==> src/rtl/tas_sync_pkg.sv <==
package tas_sync_pkg;
  localparam int TAS_NREQ = 2;

  typedef enum logic [1:0] {
    OP_NONE  = 2'd0,
    OP_TAS   = 2'd1,
    OP_STORE = 2'd2
  } op_e;
endpackage

==> src/rtl/tas_req_decode.sv <==
module tas_req_decode
  import tas_sync_pkg::*;
#(
  parameter int ADDR_W = 32,
  parameter int IDX_W  = 4
) (
  input  logic              valid,
  input  logic              write,
  input  logic [ADDR_W-1:0] addr,
  output op_e               op,
  output logic [IDX_W-1:0]  idx
);
  function automatic logic hits_window(input logic [ADDR_W-1:0] a);
    return &a[ADDR_W-1:IDX_W];
  endfunction

  function automatic logic [IDX_W-1:0] cell_of(input logic [ADDR_W-1:0] a);
    return a[IDX_W-1:0];
  endfunction

  always_comb begin
    if (!valid || !hits_window(addr)) op = OP_NONE;
    else if (write)                   op = OP_STORE;
    else                              op = OP_TAS;
    idx = cell_of(addr);
  end
endmodule

==> src/rtl/tas_rr_arbiter.sv <==
module tas_rr_arbiter (
  input  logic       clk,
  input  logic       rst_n,
  input  logic [1:0] want,
  output logic [1:0] grant
);
  logic prio_q;

  function automatic logic [1:0] pick(input logic [1:0] w, input logic pr);
    if (w == 2'b11) return pr ? 2'b10 : 2'b01;
    return w;
  endfunction

  assign grant = pick(want, prio_q);

  always_ff @(posedge clk or negedge rst_n) begin
    if (!rst_n)              prio_q <= 1'b0;
    else if (want == 2'b11)  prio_q <= ~prio_q;
  end
endmodule

==> src/rtl/tas_lock_array.sv <==
module tas_lock_array #(
  parameter int NLOCK  = 16,
  parameter int DATA_W = 32,
  parameter int IDX_W  = 4
) (
  input  logic                   clk,
  input  logic                   rst_n,
  input  logic [1:0][IDX_W-1:0]  rd_idx,
  output logic [1:0][DATA_W-1:0] rd_data,
  input  logic                   we,
  input  logic [IDX_W-1:0]       widx,
  input  logic [DATA_W-1:0]      wdata
);
  logic [DATA_W-1:0] cell_q [NLOCK];

  always_ff @(posedge clk or negedge rst_n) begin
    if (!rst_n) begin
      for (int i = 0; i < NLOCK; i++) cell_q[i] <= '0;
    end else if (we) begin
      cell_q[widx] <= wdata;
    end
  end

  for (genvar r = 0; r < 2; r++) begin : g_rd
    assign rd_data[r] = cell_q[rd_idx[r]];
  end
endmodule

==> src/rtl/tas_sync_unit.sv <==
module tas_sync_unit
  import tas_sync_pkg::*;
#(
  parameter int ADDR_W = 32,
  parameter int DATA_W = 32,
  parameter int NLOCK  = 16
) (
  input  logic                   clk,
  input  logic                   rst_n,
  input  logic [1:0]             req_valid,
  input  logic [1:0]             req_write,
  input  logic [1:0][ADDR_W-1:0] req_addr,
  input  logic [1:0][DATA_W-1:0] req_wdata,
  output logic [1:0]             stall,
  output logic [1:0]             rsp_valid,
  output logic [1:0][DATA_W-1:0] rsp_rdata,
  output logic [1:0]             switch_hint
);
  localparam int IDX_W = $clog2(NLOCK);
  localparam logic [DATA_W-1:0] SET_VAL = DATA_W'(1);

  op_e                         req_op [TAS_NREQ];
  logic [1:0][IDX_W-1:0]       req_idx;
  logic [1:0]                  is_tas;
  logic [1:0]                  is_store;
  logic [1:0]                  blocked;
  logic [1:0]                  want;
  logic [1:0]                  grant;
  logic [1:0]                  done_q;
  logic [1:0][IDX_W-1:0]       held_idx;
  logic [1:0][DATA_W-1:0]      old_q;
  logic [1:0][DATA_W-1:0]      cell_rd;
  logic                        wr_en;
  logic [IDX_W-1:0]            wr_idx;
  logic [DATA_W-1:0]           wr_data;

  for (genvar p = 0; p < TAS_NREQ; p++) begin : g_port
    localparam int Q = 1 - p;

    tas_req_decode #(.ADDR_W(ADDR_W), .IDX_W(IDX_W)) u_dec (
      .valid (req_valid[p]),
      .write (req_write[p]),
      .addr  (req_addr[p]),
      .op    (req_op[p]),
      .idx   (req_idx[p])
    );

    assign is_tas[p]   = (req_op[p] == OP_TAS);
    assign is_store[p] = (req_op[p] == OP_STORE);
    assign blocked[p]  = done_q[Q] && (held_idx[Q] == req_idx[p]);
    assign want[p]     = (is_tas[p] || is_store[p]) && !done_q[p] && !blocked[p];
    assign stall[p]    = (is_tas[p] || is_store[p]) && !done_q[p]
                         && !(grant[p] && is_store[p]);

    always_ff @(posedge clk or negedge rst_n) begin
      if (!rst_n) begin
        done_q[p]   <= 1'b0;
        held_idx[p] <= '0;
        old_q[p]    <= '0;
      end else if (grant[p] && is_tas[p]) begin
        done_q[p]   <= 1'b1;
        held_idx[p] <= req_idx[p];
        old_q[p]    <= cell_rd[p];
      end else begin
        done_q[p]   <= 1'b0;
      end
    end

    assign rsp_valid[p]   = done_q[p];
    assign rsp_rdata[p]   = old_q[p];
    assign switch_hint[p] = done_q[p] && (old_q[p] != '0);
  end

  tas_rr_arbiter u_arb (
    .clk   (clk),
    .rst_n (rst_n),
    .want  (want),
    .grant (grant)
  );

  always_comb begin
    wr_en   = |grant;
    wr_idx  = grant[1] ? req_idx[1] : req_idx[0];
    wr_data = grant[1] ? (is_tas[1] ? SET_VAL : req_wdata[1])
                       : (is_tas[0] ? SET_VAL : req_wdata[0]);
  end

  tas_lock_array #(.NLOCK(NLOCK), .DATA_W(DATA_W), .IDX_W(IDX_W)) u_cells (
    .clk     (clk),
    .rst_n   (rst_n),
    .rd_idx  (req_idx),
    .rd_data (cell_rd),
    .we      (wr_en),
    .widx    (wr_idx),
    .wdata   (wr_data)
  );
endmodule

==> config.mk <==
export PLATFORM = sky130hd
export DESIGN_NAME = tas_sync_unit
export DESIGN_NICKNAME = d
export VERILOG_FILES = /design/src/rtl/tas_sync_pkg.sv /design/src/rtl/tas_req_decode.sv /design/src/rtl/tas_rr_arbiter.sv /design/src/rtl/tas_lock_array.sv /design/src/rtl/tas_sync_unit.sv
export SDC_FILE = /design/constraint.sdc
export NUM_CORES = 1
export LEC_CHECK = 0
export BUFFER_PORTS_ARGS = -buffer_cell sky130_fd_sc_hd__buf_2
export CAP_MARGIN = 20
export CORE_MARGIN = 5
export CORE_UTILIZATION = 65
export DETAILED_ROUTE_END_ITERATION = 8
export GPL_ROUTABILITY_DRIVEN = 1
export GPL_TIMING_DRIVEN = 1
export PLACE_DENSITY_LB_ADDON = 0.25
export SLEW_MARGIN = 20
export SYNTH_ARGS = -nofsm -noshare
export SYNTH_HDL_FRONTEND = slang
export SYNTH_SLANG_ARGS = --single-unit
export TNS_END_PERCENT = 1
==> constraint.sdc <==
create_clock -name clk -period 7.5 [get_ports clk]
set_clock_uncertainty 0.15 [all_clocks]
set_input_delay 0.75 -clock clk [delete_from_list [all_inputs] [get_ports clk]]
set_output_delay 0.75 -clock clk [all_outputs]
set_load 0.1 [all_outputs]
Word-level counts from Yosys, hierarchy flattened
Cells that the tools add are included.
{"block": "word_totals", "register_bits": 587, "inputBits": 134}
{"block": "classes", "muxes": 23, "bitwise": 4, "n_eq_ne": 7, "order_cmp": 4, "n_reduce_logical": 34}
{"cell": "$bwmux 512", "count": 1}
{"cell": "$bmux 32 s4", "count": 2}
{"cell": "$mux 32", "count": 8}
{"cell": "$demux 32 s4", "count": 1}
{"cell": "$reduce_bool 32->1", "count": 2}
{"cell": "$reduce_and 28->1", "count": 2}
{"cell": "$ge 5x5->1 const B", "count": 3}
{"cell": "$logic_and 1x1->1", "count": 15}
{"cell": "$not 4->5", "count": 3}
{"cell": "$mux 2", "count": 7}
{"cell": "$logic_not 1->1", "count": 10}
{"cell": "$eq 4x4->1", "count": 2}
{"cell": "$eq 2x2->1 const B", "count": 3}
{"cell": "$lt 5x1->1 const B", "count": 1}
{"cell": "$eq 2x1->1 const B", "count": 2}
{"cell": "$logic_or 1x1->1", "count": 4}
{"cell": "$mux 4", "count": 1}
{"cell": "$mux 1", "count": 3}
{"cell": "$reduce_or 2->1", "count": 1}
{"cell": "$not 1->1", "count": 1}

Longest topological paths before layout
Gate-level depths: netlist of the first run.
{"block": "logic_depth", "ltp_word": 18, "ltp_mapped": 11, "ltp_nobuf": 6}

Cells and area by module
A second synthesis of the first run with hierarchy kept.
{"block": "hier_totals", "cells_unflattened": 1968, "area_unflattened_um2": 30341.6}
{"module": "tas_lock_array", "n_inst": 1, "area_per_inst_um2": 26457.9, "cells_each": 1675, "seq_area_each_um2": 12812.3}
{"module": "tas_sync_unit", "n_inst": 1, "area_per_inst_um2": 3589.7, "cells_each": 249, "seq_area_each_um2": 1851.8}
{"module": "tas_req_decode", "n_inst": 2, "area_per_inst_um2": 118.9, "cells_each": 19, "seq_area_each_um2": 0.0}
{"module": "tas_rr_arbiter", "n_inst": 1, "area_per_inst_um2": 56.3, "cells_each": 6, "seq_area_each_um2": 25.0}

Worst setup path before layout of the first run
Ideal clock, no wire load.
{"block": "synth_path", "path_type": "reg2out", "from": "register done_q[0], in the netlist rsp_valid[0]", "to": "output stall[1]", "t_required_ps": 6600, "path_buffers": 3, "path_slack_ps": 2331, "path_stages_with_launch": 8, "arrival_time_ps": 4269, "path_cell_list": "dfrtp_1 nand2_1 or2_2 buf_2 o211a_1 clkbuf_1 buf_2 a21boi_0"}
{"block": "synth_via", "elab_chain_len": 9, "word_cells_on_any_way": 12, "cone_classes": "eq/ne: 1; mux: 2; reduce/logical: 9"}
{"item": "start: declaration", "line": "tas_sync_unit.sv:29", "rtl": "logic [1:0] done_q;"}
{"item": "start signal: indexed assignment", "line": "tas_sync_unit.sv:57", "rtl": "done_q[p] <= 1'b0;"}
{"item": "start signal: indexed assignment", "line": "tas_sync_unit.sv:61", "rtl": "done_q[p] <= 1'b1;"}
{"item": "start signal: indexed assignment", "line": "tas_sync_unit.sv:65", "rtl": "done_q[p] <= 1'b0;"}
{"item": "$logic_not 1->1 or $logic_and 1x1->1 (tied branches)", "line": "tas_sync_unit.sv:51, tas_sync_unit.sv:50"}
{"item": "$logic_and 1x1->1 or $logic_not 1->1 (tied branches)", "line": "tas_sync_unit.sv:51", "rtl": "assign want[p] = (is_tas[p] || is_store[p]) && !done_q[p] && !blocked[p];"}
{"item": "$logic_and 1x1->1", "line": "tas_sync_unit.sv:51"}
{"item": "$eq 2x2->1", "line": "tas_rr_arbiter.sv:10", "rtl": "if (w == 2'b11) return pr ? 2'b10 : 2'b01;"}
{"item": "$mux 1", "line": "tas_rr_arbiter.sv:10"}
{"item": "$mux 2 *", "line": "tas_rr_arbiter.sv:11", "rtl": "return w;"}
{"item": "$logic_and 1x1->1 *", "line": "tas_sync_unit.sv:53", "rtl": "&& !(grant[p] && is_store[p]);"}
{"item": "$logic_not 1->1 *", "line": "tas_sync_unit.sv:53"}
{"item": "$logic_and 1x1->1 *", "line": "tas_sync_unit.sv:53"}
{"item": "end: declaration", "line": "tas_sync_unit.sv:14", "rtl": "output logic [1:0] stall,"}
Mark *: on every way between the ends. The rest lies on a longest branch, timed or not.

Worst setup path in the final report of the first run
{"block": "layout_path", "from": "input req_addr[2] (netlist bit)", "to": "register u_cells.cell_q[240] (netlist bit)"}
{"block": "layout_via", "elab_chain_len": 14, "word_cells_on_any_way": 17, "cone_classes": "order compare: 2; eq/ne: 2; mux: 7; bitwise: 1; reduce/logical: 5"}
{"item": "start: declaration", "line": "tas_sync_unit.sv:12", "rtl": "input logic [1:0][ADDR_W-1:0] req_addr,"}
{"item": "$eq 4x4->1", "line": "tas_sync_unit.sv:50", "rtl": "assign blocked[p] = done_q[Q] && (held_idx[Q] == req_idx[p]);"}
{"item": "$logic_and 1x1->1", "line": "tas_sync_unit.sv:50"}
{"item": "$logic_not 1->1", "line": "tas_sync_unit.sv:51"}
{"item": "$logic_and 1x1->1", "line": "tas_sync_unit.sv:51"}
{"item": "$eq 2x2->1", "line": "tas_rr_arbiter.sv:10"}
{"item": "$mux 1", "line": "tas_rr_arbiter.sv:10"}
{"item": "$mux 2", "line": "tas_rr_arbiter.sv:11"}
{"item": "$mux 4", "line": "tas_sync_unit.sv:83", "rtl": "wr_idx = grant[1] ? req_idx[1] : req_idx[0];"}
{"item": "$not 4->5 (not written as such)", "line": "tas_lock_array.sv:20", "rtl": "cell_q[widx] <= wdata;"}
{"item": "$ge 5x5->1 (not written as such) or $lt 5x1->1 (tied branches)", "line": "tas_lock_array.sv:20"}
{"item": "$logic_and 1x1->1 (not written as such)", "line": "tas_lock_array.sv:20"}
{"item": "$mux 32 (not written as such)", "line": "tas_lock_array.sv:20"}
{"item": "$demux 32 s4", "line": "tas_lock_array.sv:20"}
{"item": "$bwmux 512", "line": "tas_lock_array.sv:20"}
{"item": "end signal: indexed assignment", "line": "tas_lock_array.sv:20"}
{"item": "end: declaration", "line": "tas_lock_array.sv:14", "rtl": "logic [DATA_W-1:0] cell_q [NLOCK];"}
Parallel ways exist; a longest one is shown, timed or not.
A chain may end at the register's enable or synchronous reset.

==> results.toml, run 1 <==
[status]
status = "finished clean"

[cells_and_area]
final_cell_mix = "dfrtp_1, inv_1, mux2i_1"
drive_gt1_share_pct = 30.99
area_growth_syn_to_layout_pct = 10.30
layout.cells.most_common = "dfrtp_1"
design_area_um2 = 36270
finalNetCount = 2715
final_cells = 3303

[worst_setup_path]
required_ns = 7.89
worstSetupStartpoint = "req_addr[2]"
max_stage_delay_ns = 1.06
endpoint_kind = "register"
start_kind = "input pin"
path_common_cell = "buf_4"
cp_slowest_cell = "a22oi_4"
reg2reg_from = "rsp_valid[0]"
worstPathCellList = "buf_4 -> xor2_1 -> nor3_1 -> a2111o_1 -> buf_4 -> nand3b_2 -> a22oi_4 -> buf_4 -> mux2i_1"
cp_max_fo = 43
crit_arrival_ns = 5.34
crit_type = "in2reg"

[synthesis]
yosysUniqueCellTypes = 51
synth.area.mux_share_pct = 39.99
synth-adder-area-share_pct = 0
ys_warn_count = 0
synth_compound_area_share_pct = 3.478
synth_top_area_share_pct = 44.67
avgSynthCellArea_um2 = 13.41
ys.flop_type = "dfrtp_1"
synth_xor_area_share_pct = 0.2397
synthSimpleGateAreaFrac_pct = 2.226
synth_top_area_cell = "dfrtp_1"
async_reset_ff_share_pct = 100.0
synth-seq-cells = 587
synthCells = 2453
ys_seq_area_share_pct = 44.67
synth_area_leaders = "dfrtp_1, mux4_2, mux2i_1"
syn_nets = 2587
syn_area_um2 = 32880
synth_edf_count = 0
synth_top_family_by_area = "multiplexers"

[sta]
tightest_slew_ns = 1.164
max_clock_freq_mhz = 201.7
hold_viol_final = 0
setup_viol = 0
relSlewSlack_pct = 22.43
period_share_pct = 66.09
finalCriticalPeriod_ns = 4.957
setup_tns_ns = 0
rsz0062_at_grt = "false"
holdWs_ns = 0.1697
maxSlewViolCount = 0

[drt]
first_pass_iters = 6
drt-vias-per-instance = 6.589
route.detailed.drc = 0
vias = 21770
routedWlPerCell_um = 27.59
wirelength_mm = 91.13
ant_nets = 0
drt_iter0_markers = 2506

[power_and_ir_drop]
power_mw = 6.710
vdd_drop_max_mv = 0.2053
p_leak_nw = 15.80
powerDensity_nw_per_um2 = 185.0

[grt]
grt_use_total_pct = 33.05
grt_first_pass_wirelength_mm = 141.4
overflow = 0
grt_max_degree = 161
grt_pass1_vias = 23380
antenna_found_initial = 3

[clock_network]
worst_skew_pair.late_latency_ns = 0.64
clockBufferDepth = 3
cts_tree = "built"
root_buffer = "clkbuf_16"
cts_buffers = 60
clk_pin_slew_ns = 0.06
h-tree-depth = 2
post_cts_buffers = 0
clock_sinks = 587

[place]
port_buffers = 203
hpwl_mm = 57.29
place.gp.congestion = 0.8761
dp_cells = 3189
placed_cell_area_um2 = 34140

[floorplanning]
rows = 82
initial_core_util_pct = 65.68
dieHeight_um = 234.9
die_area_um2 = 55190
core_area_um2 = 50070
boundaryPins = 204
fp.dieW_um = 234.9

[flow_run]
maxCapViolations = 0

[worst_hold_path]
hold_class = "in2reg"
hold_start = "req_write[0]"
==> cell usage after synthesis, types with 3 or more instances <==
cell         n
nor3b_1      5
buf_4        9
nor2_1      16
a22oi_1      4
mux2i_1    496
o21ai_0     32
nand2_1      9
nand4_1     28
buf_1       24
nor4_1      21
clkbuf_1    66
and3b_1      4
inv_1      500
xnor2_1      5
xor2_1       4
a2bb2oi_1    4
a21oi_1     33
a31oi_1     32
buf_2       39
and3_1       3
dfrtp_1    587
buf_6       52
nor3_1      10
nand3_1     11
mux2_2      87
o2111ai_1    7
mux4_2     320
a22oi_4     16
and4_1       4
==> area by class of cell <==
type / instances / area, um2
Inverter: 500 / 1877
Multi-Input combinational cell: 1174 / 15260
Sequential cell: 587 / 14690
Tap cell: 672 / 840.8
Clock buffer: 84 / 1742
Clock inverter: 27 / 336.6
Timing Repair Buffer: 258 / 1525
Antenna cell: 1 / 2.502
Fill cell: 3247 / 13800
==> sequential cells by signal, summed over array words and instances, names as in the netlist <==
name	cells
rsp_valid	2
rsp_rdata	64
held_idx	8
u_cells.cell_q	512
u_arb.prio_q	1
==> per-stage QoR <==
stage	setup slack, ns	utilization [%]
finish	2.543	72.44
global placement	2.105	68.19
floorplan	2.331	-
global route	2.353	72.43
CTS	2.641	72.34
detailed placement	2.004	68.19
==> kinds of logic after synthesis <==
| logic type | Yosys count |
|---|---|
| DFF | 587 |
| buffers and inverters | 692 |
| muxes | 903 |
| and+or+nand+nor | 122 |
| AOI/OAI and AO/OA | 140 |
| xor gates and xnor gates | 9 |
==> report_power, final <==
part | internal, mW | total (mW) | leakage, nW | switching, mW
registers | 3.17 | 3.17 | 5.61 | 0.0000000409
clock network | 1.86 | 3.16 | 1.03 | 1.30
logic | 0.125 | 0.384 | 9.16 | 0.259
==> worst paths after layout <==
check / slack (ns) / depth (start not counted) / endpoint
hold / removal: 0.17 / 2 / rsp_valid[0]
setup / recovery: 2.54 / 9 / u_cells.cell_q[240]
setup reg to reg: 2.93 / 8 / u_cells.cell_q[240]
min in group asynchronous: 0.47 / 2 / rsp_valid[1]
max in group asynchronous: 5.03 / 4 / u_cells.cell_q[486]
hold reg to reg: 0.38 / 1 / u_cells.cell_q[160]
==> critical path: cells and delay by family <==
family	cells	cell delay [ns]
AOI/OAI and AO/OA	2	1.61
xor gates and xnor gates	1	0.13
and+or+nand+nor	2	0.85
buffers and inverters	3	1.67
muxes	1	0.26
==> routing by layer <==
| metal | routed length [um] | global-route usage, % | vias to the layer above |
|---|---|---|---|
| met2 | 44340 | 52.93 | 1125 |
| met4 | 3381 | 11.50 | 4 |
| met1 | 34920 | 44.96 | 11430 |
| li1 | - | - | 8989 |
| met3 | 8452 | 8.455 | 221 |
| met5 | 26 | 0 | - |
==> what timing repair did <==
item | CTS | global route
setup endpoints to repair | 0 | 0
hold buffers | 0 | 1
gates resized for setup | 0 | 0
endpoints found under the hold margin | 0 | 41
(Power assumes the default switching activity.)
==> run 2, diff against run 1 <==
- CORE_UTILIZATION: 65 -> 62
- clock period: 7.5 -> 4.6 ns (I/O delays scaled with it)
==> results.toml, run 2 (synthesis gave the netlist of run 1 again) <==
[floorplanning]
initial_core_util_pct = 62.57
core_area_um2 = 52550
rows = 84
fp.dieW_um = 240.3
die_area_um2 = 57740
dieHeight_um = 240.3
boundaryPins = 204

[worst_setup_path]
max_stage_delay_ns = 0.78
crit_buf_inv = 1
cp_slowest_cell = "a2111o_1"
worstPathCellList = "and3b_1 -> nand4_1 -> a2111o_1 -> nand3b_2 -> a22oi_4 -> buf_4 -> mux2i_1"
endpoint_kind = "register"
required_ns = 4.99
cp_max_fo = 15
start_kind = "register"
crit_type = "reg2reg"
crit_arrival_ns = 4.52
cpLargestDelayFamily = "compound AO/OA/AOI/OAI gates"

[clock_network]
worst_skew_pair.late_latency_ns = 0.64
ctsHoldBuffers = 2
ctsResizeCount = 0
cts_tree = "built"
clockBufferDepth = 3
root_buffer = "clkbuf_16"
clk_pin_slew_ns = 0.07
clock_sinks = 587
post_cts_buffers = 0
h-tree-depth = 2
cts_buffers = 61

[drt]
first_pass_iters = 6
drt_iter0_markers = 2315
vias = 21930
ant_nets = 0
route.detailed.drc = 0
wirelength_mm = 91.76
drt-vias-per-instance = 6.514
routedWlPerCell_um = 27.25

[cells_and_area]
final_cells = 3367
final_cell_mix = "dfrtp_1, inv_1, mux2i_1"
largest_reg_flops = 512
design_area_um2 = 36740
drive_gt1_share_pct = 31.58
finalNetCount = 2765
layout.cells.most_common = "dfrtp_1"
diodes = 0
regMostFlops = "u_cells.cell_q"
area_growth_syn_to_layout_pct = 11.74

[sta]
setup_viol = 0
maxSlewViolCount = 0
rsz0062_at_grt = "false"
holdWs_ns = 0.04706
tightest_slew_ns = 1.040
max_clock_freq_mhz = 242.6
relSlewSlack_pct = 30.00
finalCriticalPeriod_ns = 4.122
period_share_pct = 89.62
hold_viol_final = 0

[grt]
grt_max_degree = 132
grt_use_total_pct = 32.23
overflow = 0
grt_first_pass_wirelength_mm = 141.3
antenna_found_initial = 2
grt_pass1_vias = 23180

[power_and_ir_drop]
vdd_drop_max_mv = 0.3329
p_leak_nw = 16.09
power_mw = 10.91
powerDensity_nw_per_um2 = 296.9

[place]
port_buffers = 203
hpwl_mm = 56.77
dp_cells = 3254
place.gp.congestion = 0.8432
placed_cell_area_um2 = 34640

[flow_run]
maxCapViolations = 0

[worst_hold_path]
hold_class = "in2reg"

[status]
status = "finished clean"
run 2: changes by cell type in the layout (fill, tap and decap cells not counted), moves of 4 or more:
cell / delta
a31oi_1: +20
a31oi_2: -20
buf_12: +18
buf_4: +32
bufinv_16: -4
clkbuf_8: +6
run 2: metal layers:
layer / GRT usage (%) / part of all wire, % / vias up / routed length (um)
li1: - / - / 9094 / -
met1: 45.62 / 40 / 11550 / 36560
met2: 50.43 / 47 / 1072 / 43380
met3: 7.203 / 9.0 / 217 / 8218
met4: 11.16 / 3.9 / 4 / 3568
met5: 0 / 0.037 / - / 34
run 2: power breakdown:
part | switching (mW) | internal, mW
sequential | 0.0000000636 | 5.16
combinational | 0.422 | 0.219
clock | 2.16 | 2.94
total | 2.58 | 8.32
run 2: final cells by class:
type	instances	area [um2]
Tap cell	688	860.8
Fill cell	3519	15810
Timing Repair Buffer	307	2097
Inverter	500	1877
Multi-Input combinational cell	1174	15130
Clock buffer	89	1842
Clock inverter	22	245.2
Sequential cell	587	14690
run 2: worst paths after layout:
path	start	endpoint	slack [ns]	cells past startpoint
max in group asynchronous	rst_n	u_cells.cell_q[78]	2.79	3
max reg2reg	rsp_valid[0]	u_cells.cell_q[110]	0.48	7
max	rsp_valid[0]	u_cells.cell_q[110]	0.48	7
min in group asynchronous	rst_n	held_idx[7]	0.32	2
min	req_write[1]	rsp_valid[1]	0.05	3
min reg2reg	rsp_rdata[53]	rsp_rdata[53]	0.38	1
run 2: tightest hold or removal path: stages:
cell and delay [ns]:
buf_2 0.10, nor3_1 0.05, and4_1 0.19
run 2: through the flow:
step | setup WS (ns) | setup TNS [ns] | util, %
after floorplan | -0.07856 | -0.07856 | -
after global placement | 0.7598 | 0 | 65.90
after detailed placement | 0.6350 | 0 | 65.91
after CTS | 0.6049 | 0 | 69.92
after global routing | 0.5104 | 0 | 69.92
final | 0.4777 | 0 | 69.92
